`config.mk`:
```
export PLATFORM = sky130hd
export DESIGN_NAME = page_mapper
export DESIGN_NICKNAME = d
export VERILOG_FILES = /design/src/rtl/page_map_pkg.sv /design/src/rtl/map_regfile.sv /design/src/rtl/map_select.sv /design/src/rtl/map_out_latch.sv /design/src/rtl/page_mapper.sv
export SDC_FILE = /design/constraint.sdc
export NUM_CORES = 1
export LEC_CHECK = 0
export CAP_MARGIN = 20
export CORE_MARGIN = 2
export CORE_UTILIZATION = 41
export CTS_CLUSTER_SIZE = 8
export DETAILED_ROUTE_END_ITERATION = 16
export PLACE_DENSITY_LB_ADDON = 0.1
export SKIP_LAST_GASP = 1
export SLEW_MARGIN = 20
export SYNTH_ARGS = -nofsm -noshare
export SYNTH_HDL_FRONTEND = slang
export SYNTH_HIERARCHICAL = 1
export SYNTH_SLANG_ARGS = --single-unit
```
`constraint.sdc`:
```
create_clock -name clk -period 2.1 [get_ports clk]
set_input_delay 0.315 -clock clk [delete_from_list [all_inputs] [get_ports clk]]
set_output_delay 0.315 -clock clk [all_outputs]
set_load 0.01 [all_outputs]
```
`src/rtl/page_map_pkg.sv`:
```
package page_map_pkg;

    // Decoded kind of a programming-port access
    typedef enum logic [1:0] {
        ACC_IDLE  = 2'd0,
        ACC_READ  = 2'd1,
        ACC_WRITE = 2'd2
    } acc_kind_e;

    // Mode of the page output register
    typedef enum logic {
        LAT_TRACK = 1'b0,
        LAT_HOLD  = 1'b1
    } lat_mode_e;

    function automatic acc_kind_e decode_access(input logic cs_n,
                                                input logic rw,
                                                input logic stb_n);
        acc_kind_e k;
        k = ACC_IDLE;
        if (!cs_n) begin
            if (rw)          k = ACC_READ;
            else if (!stb_n) k = ACC_WRITE;
        end
        return k;
    endfunction

endpackage

```
`src/rtl/map_regfile.sv`:
```
module map_regfile #(
    parameter int SEL_W  = 4,
    parameter int DATA_W = 12
) (
    input  logic              clk,
    input  logic              rst,
    input  logic              wr_en,
    input  logic [SEL_W-1:0]  wr_sel,
    input  logic [DATA_W-1:0] wr_data,
    input  logic [SEL_W-1:0]  rd_a_sel,
    output logic [DATA_W-1:0] rd_a_data,
    input  logic [SEL_W-1:0]  rd_b_sel,
    output logic [DATA_W-1:0] rd_b_data
);
    localparam int NUM_REGS = 1 << SEL_W;
    localparam int SHIFT    = DATA_W - SEL_W;

    logic [NUM_REGS-1:0][DATA_W-1:0] regs_q;

    always_ff @(posedge clk) begin
        if (rst) begin
            for (int i = 0; i < NUM_REGS; i++) begin
                regs_q[i] <= DATA_W'(i) << SHIFT;
            end
        end else if (wr_en) begin
            regs_q[wr_sel] <= wr_data;
        end
    end

    assign rd_a_data = regs_q[rd_a_sel];
    assign rd_b_data = regs_q[rd_b_sel];


    write_lands_chk: assert property (@(posedge clk) disable iff (rst)
        wr_en |=> regs_q[$past(wr_sel)] == $past(wr_data));


    no_write_no_change_chk: assert property (@(posedge clk) disable iff (rst)
        !wr_en |=> $stable(regs_q));

endmodule

```
`src/rtl/map_select.sv`:
```
module map_select #(
    parameter int SEL_W  = 4,
    parameter int DATA_W = 12
) (
    input  logic              pass_mode,
    input  logic [SEL_W-1:0]  map_addr,
    input  logic [DATA_W-1:0] reg_data,
    output logic [DATA_W-1:0] map_value
);
    localparam int LOW_W = DATA_W - SEL_W;

    logic [DATA_W-1:0] pass_value;

    generate
        if (LOW_W > 0) begin : g_pad
            assign pass_value = {map_addr, {LOW_W{1'b0}}};
        end else begin : g_nopad
            assign pass_value = map_addr[SEL_W-1 -: DATA_W];
        end
    endgenerate

    always_comb begin
        map_value = pass_mode ? pass_value : reg_data;
    end

endmodule

```
`src/rtl/map_out_latch.sv`:
```
module map_out_latch
    import page_map_pkg::*;
#(
    parameter int DATA_W = 12
) (
    input  logic              clk,
    input  logic              rst,
    input  logic              hold_i,
    input  logic [DATA_W-1:0] map_value,
    output logic [DATA_W-1:0] page_q
);
    lat_mode_e mode;

    always_comb begin
        mode = hold_i ? LAT_TRACK : LAT_HOLD;
    end

    always_ff @(posedge clk) begin
        if (rst) begin
            page_q <= '0;
        end else begin
            unique case (mode)
                LAT_TRACK: page_q <= map_value;
                LAT_HOLD:  page_q <= page_q;
                default:   page_q <= page_q;
            endcase
        end
    end


    frozen_page_chk: assert property (@(posedge clk) disable iff (rst)
        !hold_i |=> page_q == $past(page_q));

endmodule

```
`src/rtl/page_mapper.sv`:
```
module page_mapper
    import page_map_pkg::*;
#(
    parameter int SEL_W  = 4,
    parameter int DATA_W = 12
) (
    input  logic              clk,
    input  logic              rst,
    input  logic [SEL_W-1:0]  reg_sel_i,
    input  logic [SEL_W-1:0]  map_addr_i,
    input  logic [DATA_W-1:0] data_i,
    input  logic              cs_n_i,
    input  logic              stb_n_i,
    input  logic              rw_i,
    input  logic              pass_mode_i,
    input  logic              out_dis_i,
    input  logic              hold_i,
    output logic [DATA_W-1:0] page_o,
    output logic              page_oe_o,
    output logic [DATA_W-1:0] data_o,
    output logic              data_oe_o
);
    localparam int LOW_W = DATA_W - SEL_W;

    acc_kind_e         acc;
    logic              wr_en;
    logic [DATA_W-1:0] rd_data;
    logic [DATA_W-1:0] map_reg_data;
    logic [DATA_W-1:0] map_value;

    always_comb begin
        acc = decode_access(cs_n_i, rw_i, stb_n_i);
    end

    always_comb begin
        wr_en     = 1'b0;
        data_oe_o = 1'b0;
        unique case (acc)
            ACC_IDLE:  ;
            ACC_READ:  data_oe_o = 1'b1;
            ACC_WRITE: wr_en     = 1'b1;
            default:   ;
        endcase
    end

    assign data_o    = rd_data;
    assign page_oe_o = ~out_dis_i;

    map_regfile #(.SEL_W(SEL_W), .DATA_W(DATA_W)) u_regs (
        .clk       (clk),
        .rst       (rst),
        .wr_en     (wr_en),
        .wr_sel    (reg_sel_i),
        .wr_data   (data_i),
        .rd_a_sel  (reg_sel_i),
        .rd_a_data (rd_data),
        .rd_b_sel  (map_addr_i),
        .rd_b_data (map_reg_data)
    );

    map_select #(.SEL_W(SEL_W), .DATA_W(DATA_W)) u_sel (
        .pass_mode (pass_mode_i),
        .map_addr  (map_addr_i),
        .reg_data  (map_reg_data),
        .map_value (map_value)
    );

    map_out_latch #(.DATA_W(DATA_W)) u_latch (
        .clk       (clk),
        .rst       (rst),
        .hold_i    (hold_i),
        .map_value (map_value),
        .page_q    (page_o)
    );


    pass_page_chk: assert property (@(posedge clk) disable iff (rst)
        (hold_i && pass_mode_i) |=>
            (page_o[DATA_W-1 -: SEL_W] == $past(map_addr_i)) &&
            (page_o[LOW_W-1:0] == '0));


    reg_page_chk: assert property (@(posedge clk) disable iff (rst)
        (hold_i && !pass_mode_i) |=> page_o == $past(map_reg_data));


    read_only_when_selected_chk: assert property (@(posedge clk) disable iff (rst)
        data_oe_o |-> (!cs_n_i && rw_i && !wr_en));

endmodule

```
==> qor.csv, run 1 <==
metric,value,unit
Antenna Cells,0,
Seq cells post-synth,204,
slowest cell on the critical path,mux4_2,
CP Max Fanout,3,
via/cell ratio,6.41,
1st-pass router iterations,11,
H-tree levels,1,
routability congestion estimate,0.876,
Synth area leader,dfxtp_1,
crit path kind,reg2out,
Startpoint Class,register,
hold_ws,0.200,ns
layout cell share with drive strength beyond 1,27.9,%
Layout Nets,1245,
"Cell Area, Synth",11000,um^2
minimum clock period,2.15,ns
FILL cells,2422,
Skew-Pair Late Insertion Delay,0.54,ns
Ys Warns,6,
post-layout utilization of the core,51.5,%
DIE HEIGHT,167,um
CORE AREA,26100,um^2
max incr delay on CP,0.48,ns
Max Clk Rate,465,MHz
HPWL after DPL,25900,um
Leak,0.00471,uW
starting density of the core,41.9,%
post-synth cell types,35,
# hold bufs at CTS,0,
IO buf count,53,
RSZ-0062 raised after global routing,true,
"Seq/Total Area, Yosys",37.3,%
CP top delay family,multiplexers,
first-pass GRT wire length,59000,um
final hold violations,0,
Die Area,28000,um^2
Synth Instances,1149,
Synth async-reset ratio,0,%
syn avg cell area,9.53,um^2
GR Util All Layers,26.9,%
1st-iter DRT viols,982,
via count,9953,
Total Wirelength,38000,um
die width,167,um
period utilization,102,%
clk slew on worst S/H paths,0.06,ns
"EDFF count, synth",0,
class of the worst hold path,in2reg,
gr ovfl total,0,
"count leader, synth",dfxtp_1,
TritonCTS buffer count,29,
Worst Path Arrival,1.83,ns
Layout Area Growth over Synthesis,22.9,%
failing checks,"DRC, setup timing",
top post-synthesis cells by area,"dfxtp_1 37%, mux4_2 20%, nand3_1 7.6%, a21oi_1 7.3%, o21ai_0 6.4%",
TritonCTS sink count,204,
antenna-violating nets left,0,
Total Power,9030,uW
Synth top cells by count,"204 x dfxtp_1, 166 x nand3_1, 160 x a21oi_1",
Core Rows,59,
status,"complete, but fails checks",
required time of the critical path,1.78,ns
max-slew violations,0,
finished layout cell area,13500,um^2
clock tree from TritonCTS,done,
Root Buffer,clkbuf_16,
number of max-cap violations,0,
Least-Margin Pin Slew,0.594,ns
final setup TNS,-0.219,ns
relative slew slack,60.3,%
top-area cell type share of the netlist area,37.3,%
Top Ports,54,
initial antenna violation count,0,
Placement Cell Area,12600,um^2
DRC,6,
vias in the first global route,9397,
Mapped Nets,1177,
crit end category,output pin,
Most used DFF post-synth,dfxtp_1,
Critical path buffers and inverters,1,
Wirelength per Cell,24.5,um
maximum number of pins on one net before global-route repair,60,
critical path cell sequence,mux4_2 -> a22oi_2 -> nand2_1 -> buf_2,
maximum clock insertion buffer count,3,
final setup fails,9,
Layout Skew,0.00732,ns
Worst VDD drop,533,uV
Power Density,671,nW/um^2
worst setup margin,-0.0497,ns
[cells in the final DEF (no fill, tap or decap), drive strengths merged, types with 2 or more instances in the layout]
cell type	instances
nand3	166
nor3b	2
a21oi	160
dfxtp	204
and3	30
nor2	15
nand2	36
o21ai	164
a22oi	48
mux2	4
clkbuf	30
mux2i	12
nand3b	8
inv	2
nor2b	5
and3b	4
mux4	96
and2	3
and2b	10
clkdlybuf4s50	35
a211o	28
buf	148
nand2b	2
or3b	2
[metal layers]
metal / vias up / wire [um] / global-route usage (%)
met5: - / 0 / 0
met4: 0 / 511 / 5.22
met3: 38 / 3570 / 5.41
met2: 497 / 17200 / 41.6
met1: 4951 / 16800 / 39.5
li1: 4467 / - / -
[area by class of cell]
cell class	instances	area [um^2]	area share, %
tap	335	419	3.11
clock inverter	2	13.8	0.102
timing repair buffer	184	1950	14.5
inverter	1	3.75	0.0279
clock buffer	30	729	5.42
multi-input combinational	797	6240	46.4
sequential	204	4110	30.5
[worst paths after layout]
check	start	to	slack (ns)	cells after the start
worst max register to register	u_regs/regs_q[44]$_SDFFE_PP1P_	u_latch/page_q[8]$_SDFFE_PP0P_	0.13	6
worst min register to register	u_regs/regs_q[37]$_SDFFE_PP0P_	u_regs/regs_q[37]$_SDFFE_PP0P_	0.49	2
worst max-delay path	u_regs/regs_q[126]$_SDFFE_PP0P_	data_o[6]	-0.05	4
worst min-delay path	rst	u_latch/page_q[11]$_SDFFE_PP0P_	0.20	2
[power breakdown]
| group | internal, uW | leakage, uW | switching (uW) |
|---|---|---|---|
| combinational | 426 | 0.00269 | 599 |
| clock | 2410 | 0.000367 | 1680 |
| sequential | 3900 | 0.00165 | 18.3 |
[cells by family after synthesis]
| group | synth area share, % |
|---|---|
| AOI/OAI and AO/OA | 20.3 |
| and+or+nand+nor | 14.1 |
| DFF | 37.3 |
| buffers and inverters | 6.99 |
| muxes | 21.3 |
[stage by stage]
| stage | setup WS (ns) | instances |
|---|---|---|
| after floorplan | 0.201 | 1149 |
| after global placement | -0.372 | 1520 |
| after detailed placement | -0.377 | 1520 |
| after CTS | -0.0555 | 1553 |
| after global routing | -0.0813 | 1553 |
| final | -0.0497 | 1553 |
[repair_timing]
| item | 4_1_cts | 5_1_grt |
|---|---|---|
| setup endpoints to repair | 12 | 12 |
| gates resized for setup | 91 | 4 |
| buffers inserted | 1 | 0 |
| pin swaps | 26 | 2 |
[flip-flops by register name (all words and copies together), names as in the netlist]
| register | count |
|---|---|
| u_latch/page_q | 12 |
| u_regs/regs_q | 192 |
[worst reg2reg max path: stages, from the launching register on]
cell	delay, ns
dfxtp_1	0.33
mux4_2	0.49
a22oi_1	0.39
nand2_1	0.17
mux2_4	0.29
mux2i_1	0.13
nor2_1	0.05
Note: power is estimated with default switching activity, not from simulation.
==> run 2, diff against run 1 <==
--- a/config.mk
+++ b/config.mk
@@ -5,6 +5,7 @@
 export SDC_FILE = /design/constraint.sdc
 export NUM_CORES = 1
 export LEC_CHECK = 0
+export ABC_CLOCK_PERIOD_IN_PS = 2100
 export CAP_MARGIN = 20
 export CORE_MARGIN = 2
 export CORE_UTILIZATION = 41
==> results of run 2 <==
Same layout as run 1: the final DEF is identical, and so are final timing and power.
==> run 3, diff against run 2 <==
--- a/config.mk
+++ b/config.mk
@@ -8,8 +8,8 @@
 export ABC_CLOCK_PERIOD_IN_PS = 2100
 export CAP_MARGIN = 20
 export CORE_MARGIN = 2
-export CORE_UTILIZATION = 41
-export CTS_CLUSTER_SIZE = 8
+export CORE_UTILIZATION = 45
+export CTS_CLUSTER_SIZE = 30
 export DETAILED_ROUTE_END_ITERATION = 16
 export PLACE_DENSITY_LB_ADDON = 0.1
 export SKIP_LAST_GASP = 1
==> qor.csv, run 3 (synthesis gave the netlist of run 1 again) <==
metric,value,unit,change
status,"complete, but fails checks",,
failing checks,setup timing,,
IO buf count,53,,unchanged
Power Density,696,nW/um^2,+3.8%
Place WS,-0.377,ns,-0.000276 ns
hold_ws,0.119,ns,-0.0805 ns
Critical path buffers and inverters,1,,unchanged
CP top delay family,multiplexers,,
Startpoint Class,register,,
critical path cell sequence,mux4_2 -> a22oi_1 -> nand2_2 -> buf_2,,
WHS Endpoint,u_regs/regs_q[148]$_SDFFE_PP0P_,,
R2R depth,6,,unchanged
first-pass GRT wire length,59000,um,about the same
clock tree from TritonCTS,done,,
Total Wirelength,38400,um,+1.0%
DRC,0,,-6
Least-Margin Pin Slew,0.957,ns,+0.363 ns
Core Rows,57,,-3.4%
number of max-cap violations,0,,unchanged
starting density of the core,45.4,%,+3.5 points
max-slew violations,0,,unchanged
startpoint of the worst hold path,rst,,
most frequent cells in the layout,"183 x dfxtp_1, 166 x nand3_1, 160 x a21oi_1, 141 x o21ai_0, 106 x buf_4",,
maximum number of pins on one net before global-route repair,79,,+32%
largest registers,"u_regs/regs_q (192), u_latch/page_q (12)",,
"commonest non-fill, non-tap cell in the layout",dfxtp_1,,
Skew-Pair Late Insertion Delay,0.52,ns,-0.02 ns
vias in the first global route,9748,,+3.7%
TritonCTS sink count,204,,unchanged
initial antenna violation count,1,,+1
final hold violations,0,,unchanged
period utilization,102,%,-0.57 points
minimum clock period,2.14,ns,-0.0119 ns
Wirelength per Cell,24.6,um,+0.48%
Top Ports,54,,unchanged
Leak,0.00476,uW,+1.1%
relative slew slack,35.9,%,-24 points
worst setup margin,-0.0378,ns,+0.0119 ns
FF-to-FF End,u_latch/page_q[9]$_SDFFE_PP0P_,,
class of the worst hold path,in2reg,,
final setup TNS,-0.0648,ns,+0.154 ns
DIE HEIGHT,160,um,-4.4%
Layout Area Growth over Synthesis,23.3,%,
1st-iter DRT viols,996,,+1.4%
CP Max Fanout,3,,unchanged
Layout Nets,1247,,+0.16%
required time of the critical path,1.78,ns,about the same
crit end category,output pin,,
Reg2Reg Setup Slack,0.14,ns,about the same
via/cell ratio,6.44,,+0.48%
die width,160,um,-4.4%
RSZ-0062 raised after global routing,true,,
Die Area,25600,um^2,-8.7%
H-tree levels,1,,unchanged
Worst Path Arrival,1.82,ns,about the same
slowest cell on the critical path,mux4_2,,
layout cell share with drive strength beyond 1,28.9,%,+0.97 points
via count,10052,,+0.99%
antenna-violating nets left,0,,unchanged
1st-pass router iterations,5,,-6
hold path depth,2,,unchanged
number of flip-flops in the largest register,192,,unchanged
post-layout utilization of the core,56.0,%,+4.5 points
Biggest register,u_regs/regs_q,,
Max Clk Rate,468,MHz,+0.56%
Root Buffer,clkbuf_16,,
final setup fails,3,,-6
GR Util All Layers,29.8,%,+2.8 points
clk slew on worst S/H paths,0.06,ns,about the same
CORE AREA,24100,um^2,-7.8%
Layout Skew,0.00781,ns,+0.000487 ns
crit path kind,reg2out,,
maximum clock insertion buffer count,3,,unchanged
routability congestion estimate,0.885,,+0.99%
TritonCTS buffer count,24,,-17%
gr ovfl total,0,,unchanged
Worst VDD drop,449,uV,-16%
max incr delay on CP,0.47,ns,about the same
worst r2r src,u_regs/regs_q[45]$_SDFFE_PP1P_,,
HPWL after DPL,26100,um,+0.66%
run 3: cell types whose count changed in the layout (fill, tap and decap cells not counted), sizes merged:
cell / change
clkinvlp: +3
diode: +1
inv: -1
clkinv: +5
bufinv: +3
dlymetal6s2s: -1
clkbuf: +1
clkdlybuf4s50: +1
buf: +7
run 3: metrics by stage:
step / instances / power [uW] / area (um^2)
final: 1561 / 9400 / 13500
after global routing: 1560 / 9680 / 13500
after CTS: 1560 / 9450 / 13500
after detailed placement: 1516 / 5010 / 12600
after global placement: 1516 / 5010 / 12600
after floorplan: 1149 / 4530 / 11000
run 3: per-layer routing:
metal  share of wire, %  wire length, um  GRT usage, %
met5                  0                0             0
met4                3.4             1310          9.87
met3                9.0             3440          7.06
met2                 45            17300          46.5
met1                 43            16400          40.9
run 3: how the worst max path moves through the flow:
stage,startpoint,cells after the start,end
3_5_place_dp,reg_sel_i[0],6,data_o[11]
3_3_place_gp,reg_sel_i[0],6,data_o[11]
6_report,u_regs/regs_q[132]$_SDFFE_PP0P_,4,data_o[0]
4_1_cts,u_regs/regs_q[36]$_SDFFE_PP0P_,4,data_o[0]
5_1_grt,u_regs/regs_q[36]$_SDFFE_PP0P_,4,data_o[0]
2_1_floorplan,map_addr_i[1],7,u_latch/page_q[8]$_SDFFE_PP0P_
run 3: layout make-up:
cell class	instances	area, um^2
clock buffer	31	698
tap	324	405
sequential	204	4110
fill	2195	10600
multi-input combinational	797	6220
antenna	1	2.50
clock inverter	12	146
timing repair buffer	191	1920
inverter	1	3.75
run 3: worst register-to-register path, cell delays in order, from the launching register on:
cell	delay, ns
dfxtp_1	0.33
mux4_2	0.48
a22oi_1	0.38
nand2_1	0.17
mux2_2	0.31
mux2i_1	0.13
nor2_1	0.05
run 3: repair_timing:
action / CTS / global route
resized for setup: 79 / 13
pin swaps: 22 / 5
buffers inserted: 1 / 0
endpoints found under the setup margin: 12 / 11
hold buffers: 0 / 0
run 3: where the power goes:
part / total (uW) / leakage [uW] / switching [uW] / internal (uW)
Sequential: 3910 / 0.00165 / 17.3 / 3890
Clock: 4460 / 0.000412 / 1750 / 2710
Combinational: 1030 / 0.00270 / 606 / 426
Total: 9400 / 0.00476 / 2370 / 7030
